$ cat src/rtl/tlbm_pkg.sv
package tlbm_pkg;
    typedef enum logic [1:0] {
        SEQ_IDLE   = 2'd0,
        SEQ_COMMIT = 2'd1,
        SEQ_FETCH  = 2'd2
    } seq_state_e;

    localparam logic [1:0] SEL_DATA = 2'd0;
    localparam logic [1:0] SEL_CTRL = 2'd1;
    localparam logic [1:0] SEL_PTAD = 2'd2;

    localparam int VPN_W      = 20;
    localparam int VPN_LSB    = 2;
    localparam int EDATA_W    = 24;
    localparam int GLOBAL_BIT = 24;
    localparam int PID_LSB    = 4;
    localparam int CMT_EN_BIT = 18;
    localparam int RD_BIT     = 19;
    localparam int WAY_LSB    = 20;
endpackage

$ cat src/rtl/tlbm_store.sv
module tlbm_store #(
    parameter int ENTRIES = 64,
    parameter int IDX_W   = 6,
    parameter int TAG_W   = 30,
    parameter int DATA_W  = 24
) (
    input  logic              clk,
    input  logic              rst_n,
    input  logic              wr_en,
    input  logic [IDX_W-1:0]  wr_idx,
    input  logic [TAG_W-1:0]  wr_tag,
    input  logic [DATA_W-1:0] wr_data,
    input  logic [IDX_W-1:0]  rd_idx,
    output logic [TAG_W-1:0]  rd_tag,
    output logic [DATA_W-1:0] rd_data
);
    logic [TAG_W-1:0]  tag_q  [ENTRIES];
    logic [DATA_W-1:0] data_q [ENTRIES];

    for (genvar e = 0; e < ENTRIES; e++) begin : g_ent
        always_ff @(posedge clk or negedge rst_n) begin
            if (!rst_n) begin
                tag_q[e]  <= '0;
                data_q[e] <= '0;
            end else if (wr_en && (wr_idx == IDX_W'(e))) begin
                tag_q[e]  <= wr_tag;
                data_q[e] <= wr_data;
            end
        end
    end

    assign rd_tag  = tag_q[rd_idx];
    assign rd_data = data_q[rd_idx];
endmodule

$ cat src/rtl/tlbm_seq.sv
module tlbm_seq
    import tlbm_pkg::*;
(
    input  logic       clk,
    input  logic       rst_n,
    input  logic       reg_we,
    input  logic       start_commit,
    input  logic       start_fetch,
    output logic       idle,
    output logic       commit_stb,
    output logic       fetch_stb
);
    seq_state_e state_q, state_d;

    always_ff @(posedge clk or negedge rst_n) begin
        if (!rst_n) state_q <= SEQ_IDLE;
        else        state_q <= state_d;
    end

    always_comb begin
        state_d = state_q;
        unique case (state_q)
            SEQ_IDLE: begin
                if (start_commit)     state_d = SEQ_COMMIT;
                else if (start_fetch) state_d = SEQ_FETCH;
            end
            SEQ_COMMIT: state_d = SEQ_IDLE;
            SEQ_FETCH:  state_d = SEQ_IDLE;
            default:    state_d = SEQ_IDLE;
        endcase
    end

    always_comb begin
        idle       = (state_q == SEQ_IDLE);
        commit_stb = (state_q == SEQ_COMMIT);
        fetch_stb  = (state_q == SEQ_FETCH);
    end

    AST_STB_SINGLE_CYCLE: assert property (@(posedge clk) disable iff (!rst_n)
        commit_stb |=> !commit_stb);
    AST_BUS_QUIET_IN_OP: assert property (@(posedge clk) disable iff (!rst_n)
        !idle |-> !reg_we);
    AST_OP_ONE_CYCLE: assert property (@(posedge clk) disable iff (!rst_n)
        (commit_stb || fetch_stb) |=> idle);
endmodule

$ cat src/rtl/tlb_maint_if.sv
module tlb_maint_if
    import tlbm_pkg::*;
#(
    parameter int          WAYS        = 4,
    parameter int          SETS        = 16,
    parameter int          PID_W       = 8,
    parameter logic [19:0] VALID_LIMIT = 20'hC0000,
    localparam int         WAY_W       = $clog2(WAYS),
    localparam int         SET_W       = $clog2(SETS),
    localparam int         IDX_W       = WAY_W + SET_W
) (
    input  logic             clk,
    input  logic             rst_n,
    input  logic [1:0]       reg_sel,
    input  logic             reg_we,
    input  logic [31:0]      reg_wdata,
    output logic [31:0]      reg_rdata,
    output logic             ent_wr_stb,
    output logic [IDX_W-1:0] ent_wr_idx,
    output logic             ent_wr_valid
);
    localparam int ENTRIES = WAYS * SETS;
    localparam int TAG_W   = VPN_W + 2 + PID_W;
    localparam int G_POS   = PID_W + 1;
    localparam int V_POS   = PID_W;

    logic [31:0]      data_rb, ctrl_rb, ptad_rb;
    logic [PID_W-1:0] pid_wr;
    logic [VPN_W-1:0] vpn_wr;

    logic [IDX_W-1:0]   pend_idx, fetch_idx;
    logic [TAG_W-1:0]   pend_tag, rd_tag;
    logic [EDATA_W-1:0] pend_data, rd_data;

    logic seq_idle, commit_stb, fetch_stb;
    logic wr_data_reg, wr_ctrl_reg, wr_ptad_reg;
    logic start_commit, start_fetch;

    logic [WAY_W-1:0] ctrl_way;
    logic [SET_W-1:0] vpn_set;
    logic             new_valid;

    assign wr_data_reg  = seq_idle && reg_we && (reg_sel == SEL_DATA);
    assign wr_ctrl_reg  = seq_idle && reg_we && (reg_sel == SEL_CTRL);
    assign wr_ptad_reg  = seq_idle && reg_we && (reg_sel == SEL_PTAD);
    assign start_commit = wr_data_reg && ctrl_rb[CMT_EN_BIT];
    assign start_fetch  = wr_ctrl_reg && reg_wdata[RD_BIT];

    assign ctrl_way  = ctrl_rb[WAY_LSB +: WAY_W];
    assign vpn_set   = vpn_wr[SET_W-1:0];
    assign new_valid = (vpn_wr < VALID_LIMIT);

    tlbm_seq u_seq (
        .clk          (clk),
        .rst_n        (rst_n),
        .reg_we       (reg_we),
        .start_commit (start_commit),
        .start_fetch  (start_fetch),
        .idle         (seq_idle),
        .commit_stb   (commit_stb),
        .fetch_stb    (fetch_stb)
    );

    tlbm_store #(
        .ENTRIES (ENTRIES),
        .IDX_W   (IDX_W),
        .TAG_W   (TAG_W),
        .DATA_W  (EDATA_W)
    ) u_store (
        .clk     (clk),
        .rst_n   (rst_n),
        .wr_en   (commit_stb),
        .wr_idx  (pend_idx),
        .wr_tag  (pend_tag),
        .wr_data (pend_data),
        .rd_idx  (fetch_idx),
        .rd_tag  (rd_tag),
        .rd_data (rd_data)
    );

    // Operation staging: index, tag and data captured in the triggering cycle
    always_ff @(posedge clk or negedge rst_n) begin
        if (!rst_n) begin
            pend_idx  <= '0;
            pend_tag  <= '0;
            pend_data <= '0;
            fetch_idx <= '0;
        end else begin
            if (start_commit) begin
                pend_idx  <= {ctrl_way, vpn_set};
                pend_tag  <= {vpn_wr, reg_wdata[GLOBAL_BIT], new_valid, pid_wr};
                pend_data <= reg_wdata[EDATA_W-1:0];
            end
            if (start_fetch) begin
                fetch_idx <= {reg_wdata[WAY_LSB +: WAY_W], vpn_set};
            end
        end
    end

    // Written-value latches and read-back registers
    always_ff @(posedge clk or negedge rst_n) begin
        if (!rst_n) begin
            data_rb <= '0;
            ctrl_rb <= '0;
            ptad_rb <= '0;
            pid_wr  <= '0;
            vpn_wr  <= '0;
        end else begin
            if (wr_ctrl_reg) begin
                ctrl_rb <= reg_wdata;
                pid_wr  <= reg_wdata[PID_LSB +: PID_W];
            end
            if (wr_ptad_reg) begin
                vpn_wr  <= reg_wdata[VPN_LSB +: VPN_W];
                ptad_rb <= {reg_wdata[31:VPN_LSB+VPN_W],
                            ptad_rb[VPN_LSB +: VPN_W],
                            reg_wdata[VPN_LSB-1:0]};
            end
            if (commit_stb) begin
                ctrl_rb[WAY_LSB +: WAY_W] <= ctrl_way + 1'b1;
            end
            if (fetch_stb) begin
                data_rb <= {data_rb[31:GLOBAL_BIT+1], rd_tag[G_POS], rd_data};
                ctrl_rb[PID_LSB +: PID_W] <= rd_tag[PID_W-1:0];
                ptad_rb[VPN_LSB +: VPN_W] <= rd_tag[TAG_W-1 -: VPN_W];
            end
        end
    end

    always_comb begin
        unique case (reg_sel)
            SEL_DATA: reg_rdata = data_rb;
            SEL_CTRL: reg_rdata = ctrl_rb;
            SEL_PTAD: reg_rdata = ptad_rb;
            default:  reg_rdata = '0;
        endcase
    end

    assign ent_wr_stb   = commit_stb;
    assign ent_wr_idx   = pend_idx;
    assign ent_wr_valid = pend_tag[V_POS];

    AST_WAY_ADVANCES: assert property (@(posedge clk) disable iff (!rst_n)
        commit_stb |=> (ctrl_rb[WAY_LSB +: WAY_W] == WAY_W'($past(ctrl_way) + 1'b1)));
    AST_DATA_RB_HOLDS: assert property (@(posedge clk) disable iff (!rst_n)
        wr_data_reg |=> $stable(data_rb));
    AST_PTAD_VPN_HOLDS: assert property (@(posedge clk) disable iff (!rst_n)
        wr_ptad_reg |=> $stable(ptad_rb[VPN_LSB +: VPN_W]));
    AST_NO_STB_WITHOUT_EN: assert property (@(posedge clk) disable iff (!rst_n)
        (wr_data_reg && !ctrl_rb[CMT_EN_BIT]) |=> !ent_wr_stb);
endmodule

$ cat config.mk
export PLATFORM = sky130hd
export DESIGN_NAME = tlb_maint_if
export DESIGN_NICKNAME = d
export VERILOG_FILES = /design/src/rtl/tlbm_pkg.sv /design/src/rtl/tlbm_store.sv /design/src/rtl/tlbm_seq.sv /design/src/rtl/tlb_maint_if.sv
export SDC_FILE = /design/constraint.sdc
export NUM_CORES = 2
export LEC_CHECK = 0
export ABC_CLOCK_PERIOD_IN_PS = 2009
export BUFFER_PORTS_ARGS = -buffer_cell sky130_fd_sc_hd__clkbuf_2
export CORE_MARGIN = 2
export CORE_UTILIZATION = 45
export CTS_CLUSTER_DIAMETER = 60
export DETAILED_ROUTE_END_ITERATION = 12
export GPL_TIMING_DRIVEN = 0
export SLEW_MARGIN = 30
export SYNTH_ARGS = -nofsm -noshare
export SYNTH_HDL_FRONTEND = slang
export SYNTH_SLANG_ARGS = --single-unit
export TNS_END_PERCENT = 50
$ cat constraint.sdc
create_clock -name clk -period 2.01 [get_ports clk]
set_input_delay 0.3015 -clock clk [delete_from_list [all_inputs] [get_ports clk]]
set_output_delay 0.3015 -clock clk [all_outputs]
set_load 0.02 [all_outputs]
# [Yosys cells after proc, flatten, opt, wreduce, memory -nomap -nowiden]
# Cells that the tools add are included.
# Widths: inputs -> output; s select.
[op_classes] add_sub_neg=1 mul=0 n_div=0 order_cmp=2 n_eq_ne=68 shifts=0 mux=14 n_bitwise=1 n_reduce_logical=75
[op_table] op="$eq 6x6->1 const B" count=32
[op_table] op="$bmux 30 s6" count=1
[op_table] op="$bmux 24 s6" count=1
[op_table] op="$eq 6x5->1 const B" count=16
[op_table] op="$pmux 32 s3" count=1
[op_table] op="$logic_and 1x1->1" count=70
[op_table] op="$mux 30" count=2
[op_table] op="$eq 6x4->1 const B" count=8
[op_table] op="$mux 24" count=2
[op_table] op="$eq 6x3->1 const B" count=4
[op_table] op="$mux 22" count=1
[op_table] op="$lt 20x20->1 const B" count=1
[op_table] op="$mux 20" count=1
[op_table] op="$eq 6x2->1 const B" count=2
[op_table] op="$mux 2" count=4
[op_table] op="$mux 8" count=1
[op_table] op="$ge 7x7->1 const B" count=1
[op_table] op="$not 6->7" count=1
[op_table] op="$eq 6x1->1 const B" count=1
[op_table] op="$logic_not 6->1" count=1
[op_table] op="$eq 2x1->1 const B" count=2
[op_table] op="$eq 2x2->1 const B" count=2
[op_table] op="$logic_not 2->1" count=2
[op_table] op="$reduce_bool 2->1" count=2
[op_table] op="other kinds (2)" count=2
[word_totals] reg_bits=3641 latch_bits=0 ramBits=0 mem_bits_ro=0 input_bits=37 out_inout_bits=40 n_memories=0

# [Longest topological paths before layout]
[depth] word_depth=7 ltp_mapped=10 mapped_depth_nobuf=6

# [Hierarchy]
# Synthesis repeated with hierarchy kept, for this count alone.
[unflattened] cells_unflattened=10308 area_unflattened_um2=162849.9
[modules_own_cells] module="tlbm_store" instances=1 cells_per_inst=9734 area_per_inst_um2=155369.0
[modules_own_cells] module="tlb_maint_if" instances=1 cells_per_inst=567 area_per_inst_um2=7387.1
[modules_own_cells] module="tlbm_seq" instances=1 cells_per_inst=7 area_per_inst_um2=93.8

# [Worst setup path after synthesis]
# No wires, ideal clock.
[synth_timing] kind="reg-to-reg" startpoint="register fetch_idx[2]" endpoint="register ctrl_rb[6]" setup_time_ps=126 arrival_time_ps=2083 setup_slack_ps=-199 path_stages_with_launch=9 path_buffers=4 synth_period_minus_slack_ps=2209 path_cell_list="dfrtp_1 -> clkbuf_1 -> buf_2 -> clkbuf_1 -> buf_1 -> mux4_2 -> a22oi_1 -> nand2_1 -> a221o_1"
[synth_between] elab_chain_cells=5
[synth_rtl] item="start: declaration" line_no="tlb_maint_if.sv:31" rtl="logic [IDX_W-1:0] pend_idx, fetch_idx;"
[synth_rtl] item="start signal: assignment" line_no="tlb_maint_if.sv:95" rtl="fetch_idx <= {reg_wdata[WAY_LSB +: WAY_W], vpn_set};"
[synth_rtl] item="$not 6->7 (implied by the code)" line_no="tlbm_store.sv:32" rtl="assign rd_tag = tag_q[rd_idx];"
[synth_rtl] item="$bmux 30 s6" line_no="tlbm_store.sv:32"
[synth_rtl] item="$mux 30 (implied by the code) (2 in series)" line_no="tlbm_store.sv:32"
[synth_rtl] item="$mux 8" line_no="tlb_maint_if.sv:122" rtl="if (fetch_stb) begin"
[synth_rtl] item="end signal: assignment" line_no="tlb_maint_if.sv:110" rtl="ctrl_rb <= reg_wdata;"
[synth_rtl] item="end signal: indexed assignment" line_no="tlb_maint_if.sv:120" rtl="ctrl_rb[WAY_LSB +: WAY_W] <= ctrl_way + 1'b1;"
[synth_rtl] item="end signal: indexed assignment" line_no="tlb_maint_if.sv:124" rtl="ctrl_rb[PID_LSB +: PID_W] <= rd_tag[PID_W-1:0];"
[synth_rtl] item="end: declaration" line_no="tlb_maint_if.sv:27" rtl="logic [31:0] data_rb, ctrl_rb, ptad_rb;"
# No other way between the ends. The select of a mux whose other input is x is not followed.
# A chain may end at the register's enable or synchronous reset.

# [Worst setup path after layout]
[layout_timing] startpoint="register fetch_idx[5]" endpoint="register ptad_rb[16]"
[layout_between] elab_chain_cells=5
[layout_rtl] item="$not 6->7 (implied by the code)" line_no="tlbm_store.sv:32"
[layout_rtl] item="$bmux 30 s6" line_no="tlbm_store.sv:32"
[layout_rtl] item="$mux 30 (implied by the code) (2 in series)" line_no="tlbm_store.sv:32"
[layout_rtl] item="$mux 20" line_no="tlb_maint_if.sv:122"
[layout_rtl] item="end signal: assignment" line_no="tlb_maint_if.sv:115" rtl="ptad_rb <= {reg_wdata[31:VPN_LSB+VPN_W],"
[layout_rtl] item="end signal: indexed assignment" line_no="tlb_maint_if.sv:125" rtl="ptad_rb[VPN_LSB +: VPN_W] <= rd_tag[TAG_W-1 -: VPN_W];"
[layout_rtl] item="end: declaration" line_no="tlb_maint_if.sv:27"
# No other way between the ends. The select of a mux whose other input is x is not followed.

==> qor.yml <==
grt_usage_pct: 35.1
crit_slowest_cell: "dfrtp_2"
max-clock-path-buffers: 4
layout_min_cycle_time_ps: 2890
syn2layout_area_growth_pct: 18.9
cts_tree: "built"
routabilityCongestion: 0.990
r2r_end: "ptad_rb[16]"
worstPathRequired_ps: 2850
cts_sinks: 3573
drt_iter0_drc: 11125
grt_first_pass_wirelength_um: 863000
core_um2: 350000
post_drt_via_cell_ratio: 6.38
start_util_pct: 45.3
critical_path_buf_inv_count: 3
outcome: "finished with violations"
vias: 104061
grt_max_degree: 87
synth_edf_count: 0
antenna_left: 0
synth_warnings: 0
worst_r2r_path_depth: 7
drv_cap: 0
drv_slew: 0
crit_family: "buffers and inverters"
crit_top_cell: "clkbuf_4"
cp-start-kind: "flop"
fin_crit_sh_pct: 144
die_area_um2: 357000
violations: "negative hold slack, negative setup slack"
r2r_start: "fetch_idx[5]"
numCtsBuffers: 389
root_buffer: "clkbuf_16"
wire_per_inst_um: 38.7
synth_area_per_cell_um2: 15.0
setup_viol: 3825
finalHoldViolCount: 174
power_density_nw_per_um2: 1100
cp-end-kind: "flop"
rrSetupSlack_ps: -880
clock_latency_ps: 1000
slew_headroom_pct: 27.1
wl_um: 632000
nets: 11382
dieWidth_um: 598
max_stage_delay_ps: 530
hold_class: "in2async"
synth_ff_type: "dfrtp_1"
syn_inst: 10576
dp_hpwl_um: 453000
fin_util_pct: 53.9
port_buffers: 74
grt_pass1_vias: 106312
synth_nets: 10613
rows: 217
drc: 0
critical_path_class: "reg2reg"
postPlaceCellArea_um2: 167000
timing.fmax_ghz: 0.346
ys_async_sr_fraction_pct: 100
gr-total-overflow: 0
final_area_um2: 188000
dr.pass1.iters: 6
grt_antenna_before_repair: 80
p_leak_nw: 92.0
syn_area_um2: 159000
finalNonFillerCells: 16321
worstPathArrival_ps: 3740
worst_clock_skew_ps: 61.2
hold_ws_ps: -171
drive_gt1_share_pct: 50.1
synth.yosys.seq_area_share_pct: 56.4
crit_path_cell_trace: "clkbuf_4 -> nor2_4 -> buf_8 -> clkbuf_4 -> a22oi_2 -> nand4_1 -> a221o_1"
cp_max_fo: 10
rsz0062_at_grt: "true"
power_mw: 207
fin_ws_ps: -884
htree_levels: 5
peakVddDrop_v: 0.000762
dp_cells: 15335
synth_cell_type_count: 41
tightest_slew_ps: 1090
ys_ff_latch: 3573
cts.clk_slew.worst_paths_ps: 60
die_y_um: 598
io_pins: 77
-- worst max path at each step --
stage                        from             endpoint  slack [ps]  cells after the start
detailed placement          rst_n  u_store.data_q[827]       -2940                     11
global placement            rst_n  u_store.data_q[827]      -85930                      1
CTS                  fetch_idx[0]          ctrl_rb[11]        -710                      8
floorplan           ent_wr_idx[1]  u_store.tag_q[1021]         -90                      7
finish               fetch_idx[5]          ptad_rb[16]        -880                      7
global route         fetch_idx[0]          data_rb[18]        -790                      8
-- layer usage --
| metal | routed length, um | track usage, % | vias up |
|---|---|---|---|
| li1 | - | - | 40413 |
| met1 | 244000 | 44.5 | 56756 |
| met2 | 277000 | 51.4 | 5258 |
| met3 | 61700 | 11.5 | 1600 |
| met4 | 48700 | 23.8 | 34 |
| met5 | 463 | 0 | - |
-- synthesized netlist by cell type (49+ instances only) --
cell type / number / area share [%]
or2_2: 71 / 0.28
a22oi_1: 396 / 1.9
buf_2: 415 / 1.3
dfrtp_1: 3573 / 56
nand2b_1: 71 / 0.28
clkbuf_1: 583 / 1.4
a221o_1: 49 / 0.31
o211ai_1: 50 / 0.24
mux4_2: 632 / 9.0
and2_1: 116 / 0.46
nand2_1: 495 / 1.2
mux2i_1: 510 / 3.2
nand4_1: 50 / 0.20
mux2_2: 3139 / 22
nand3_1: 111 / 0.35
a21oi_1: 52 / 0.16
-- timing repair --
action,in CTS,in global routing
resized for setup,1022,319
endpoints found under the hold margin,557,177
endpoints found under the setup margin,5114,4214
hold buffers,57,3
pin swaps,58,90
cloned,25,9
setup buffers,70,75
-- registers in the layout (all words and copies together), names as in the netlist --
register	cells
u_store.data_q	1536
data_rb	25
pend_data	24
fetch_idx	6
pend_tag	26
ctrl_rb	32
pid_wr	8
vpn_wr	20
u_seq.state_q	2
ptad_rb	32
ent_wr_idx	6
u_store.tag_q	1856
-- worst min-delay path: stages --
cell	delay (ps)
clkbuf_16	120
buf_16	120
buf_16	100
buf_16	110
buf_16	150
buf_16	340
-- stage by stage --
| step | setup TNS [ps] | worst slack (ps) | hold slack [ps] |
|---|---|---|---|
| after floorplan | -41670 | -92.8 | 5.91 |
| after global placement | - | -85930 | 444 |
| after detailed placement | -6873920 | -2940 | 302 |
| after CTS | -1564050 | -706 | -166 |
| after global routing | -1632800 | -785 | -125 |
| final | -1584920 | -884 | -171 |
-- cell type report --
class | count | area, um2
fillers | 28088 | 162000
inverters | 3 | 16.3
multi-input cells | 5946 | 66900
flip-flops and latches | 3573 | 89400
well taps | 4599 | 5750
clock inverters | 104 | 1170
repair buffers | 398 | 6020
diodes | 75 | 188
clock buffers | 589 | 11700
plain buffers | 1034 | 7270
-- power by group --
part           switching [mW]  internal [mW]
combinational            39.1           17.3
sequential               2.58           75.0
clock                    30.9           42.1
total                    72.5            134
-- kinds of logic after synthesis --
group	count (synthesis)	synth area share, %
flops	3573	56.4
compound gates	621	2.92
simple gates	1005	3.05
mux	4320	34.8
buf+inv	1057	2.88
-- cell usage in the layout (no fill, tap or decap), types with 24 or more instances in the layout --
cell type and count:
a22oi_1 271, mux2i_2 24, a22oi_2 125, dfrtp_1 3550, nand2_2 26, clkbuf_4 49
clkbuf_1 466, nand3_1 105, mux4_2 632, clkbuf_16 414, diode_2 75, clkbuf_8 125
a221o_1 49, and2_1 113, buf_2 214, buf_4 194, dlygate4sd3_1 44, clkbuf_2 173
buf_16 108, buf_6 81, a21oi_1 52, or2_2 68, mux2_4 35, nand2_4 53
o211ai_1 50, mux2i_1 480, nor2_4 32, clkinv_2 52, nand2b_1 65, mux2_2 3112
nand4_1 50, mux2_1 31, buf_8 28, buf_12 100, nand2_1 406
(Power assumes the default switching activity.)
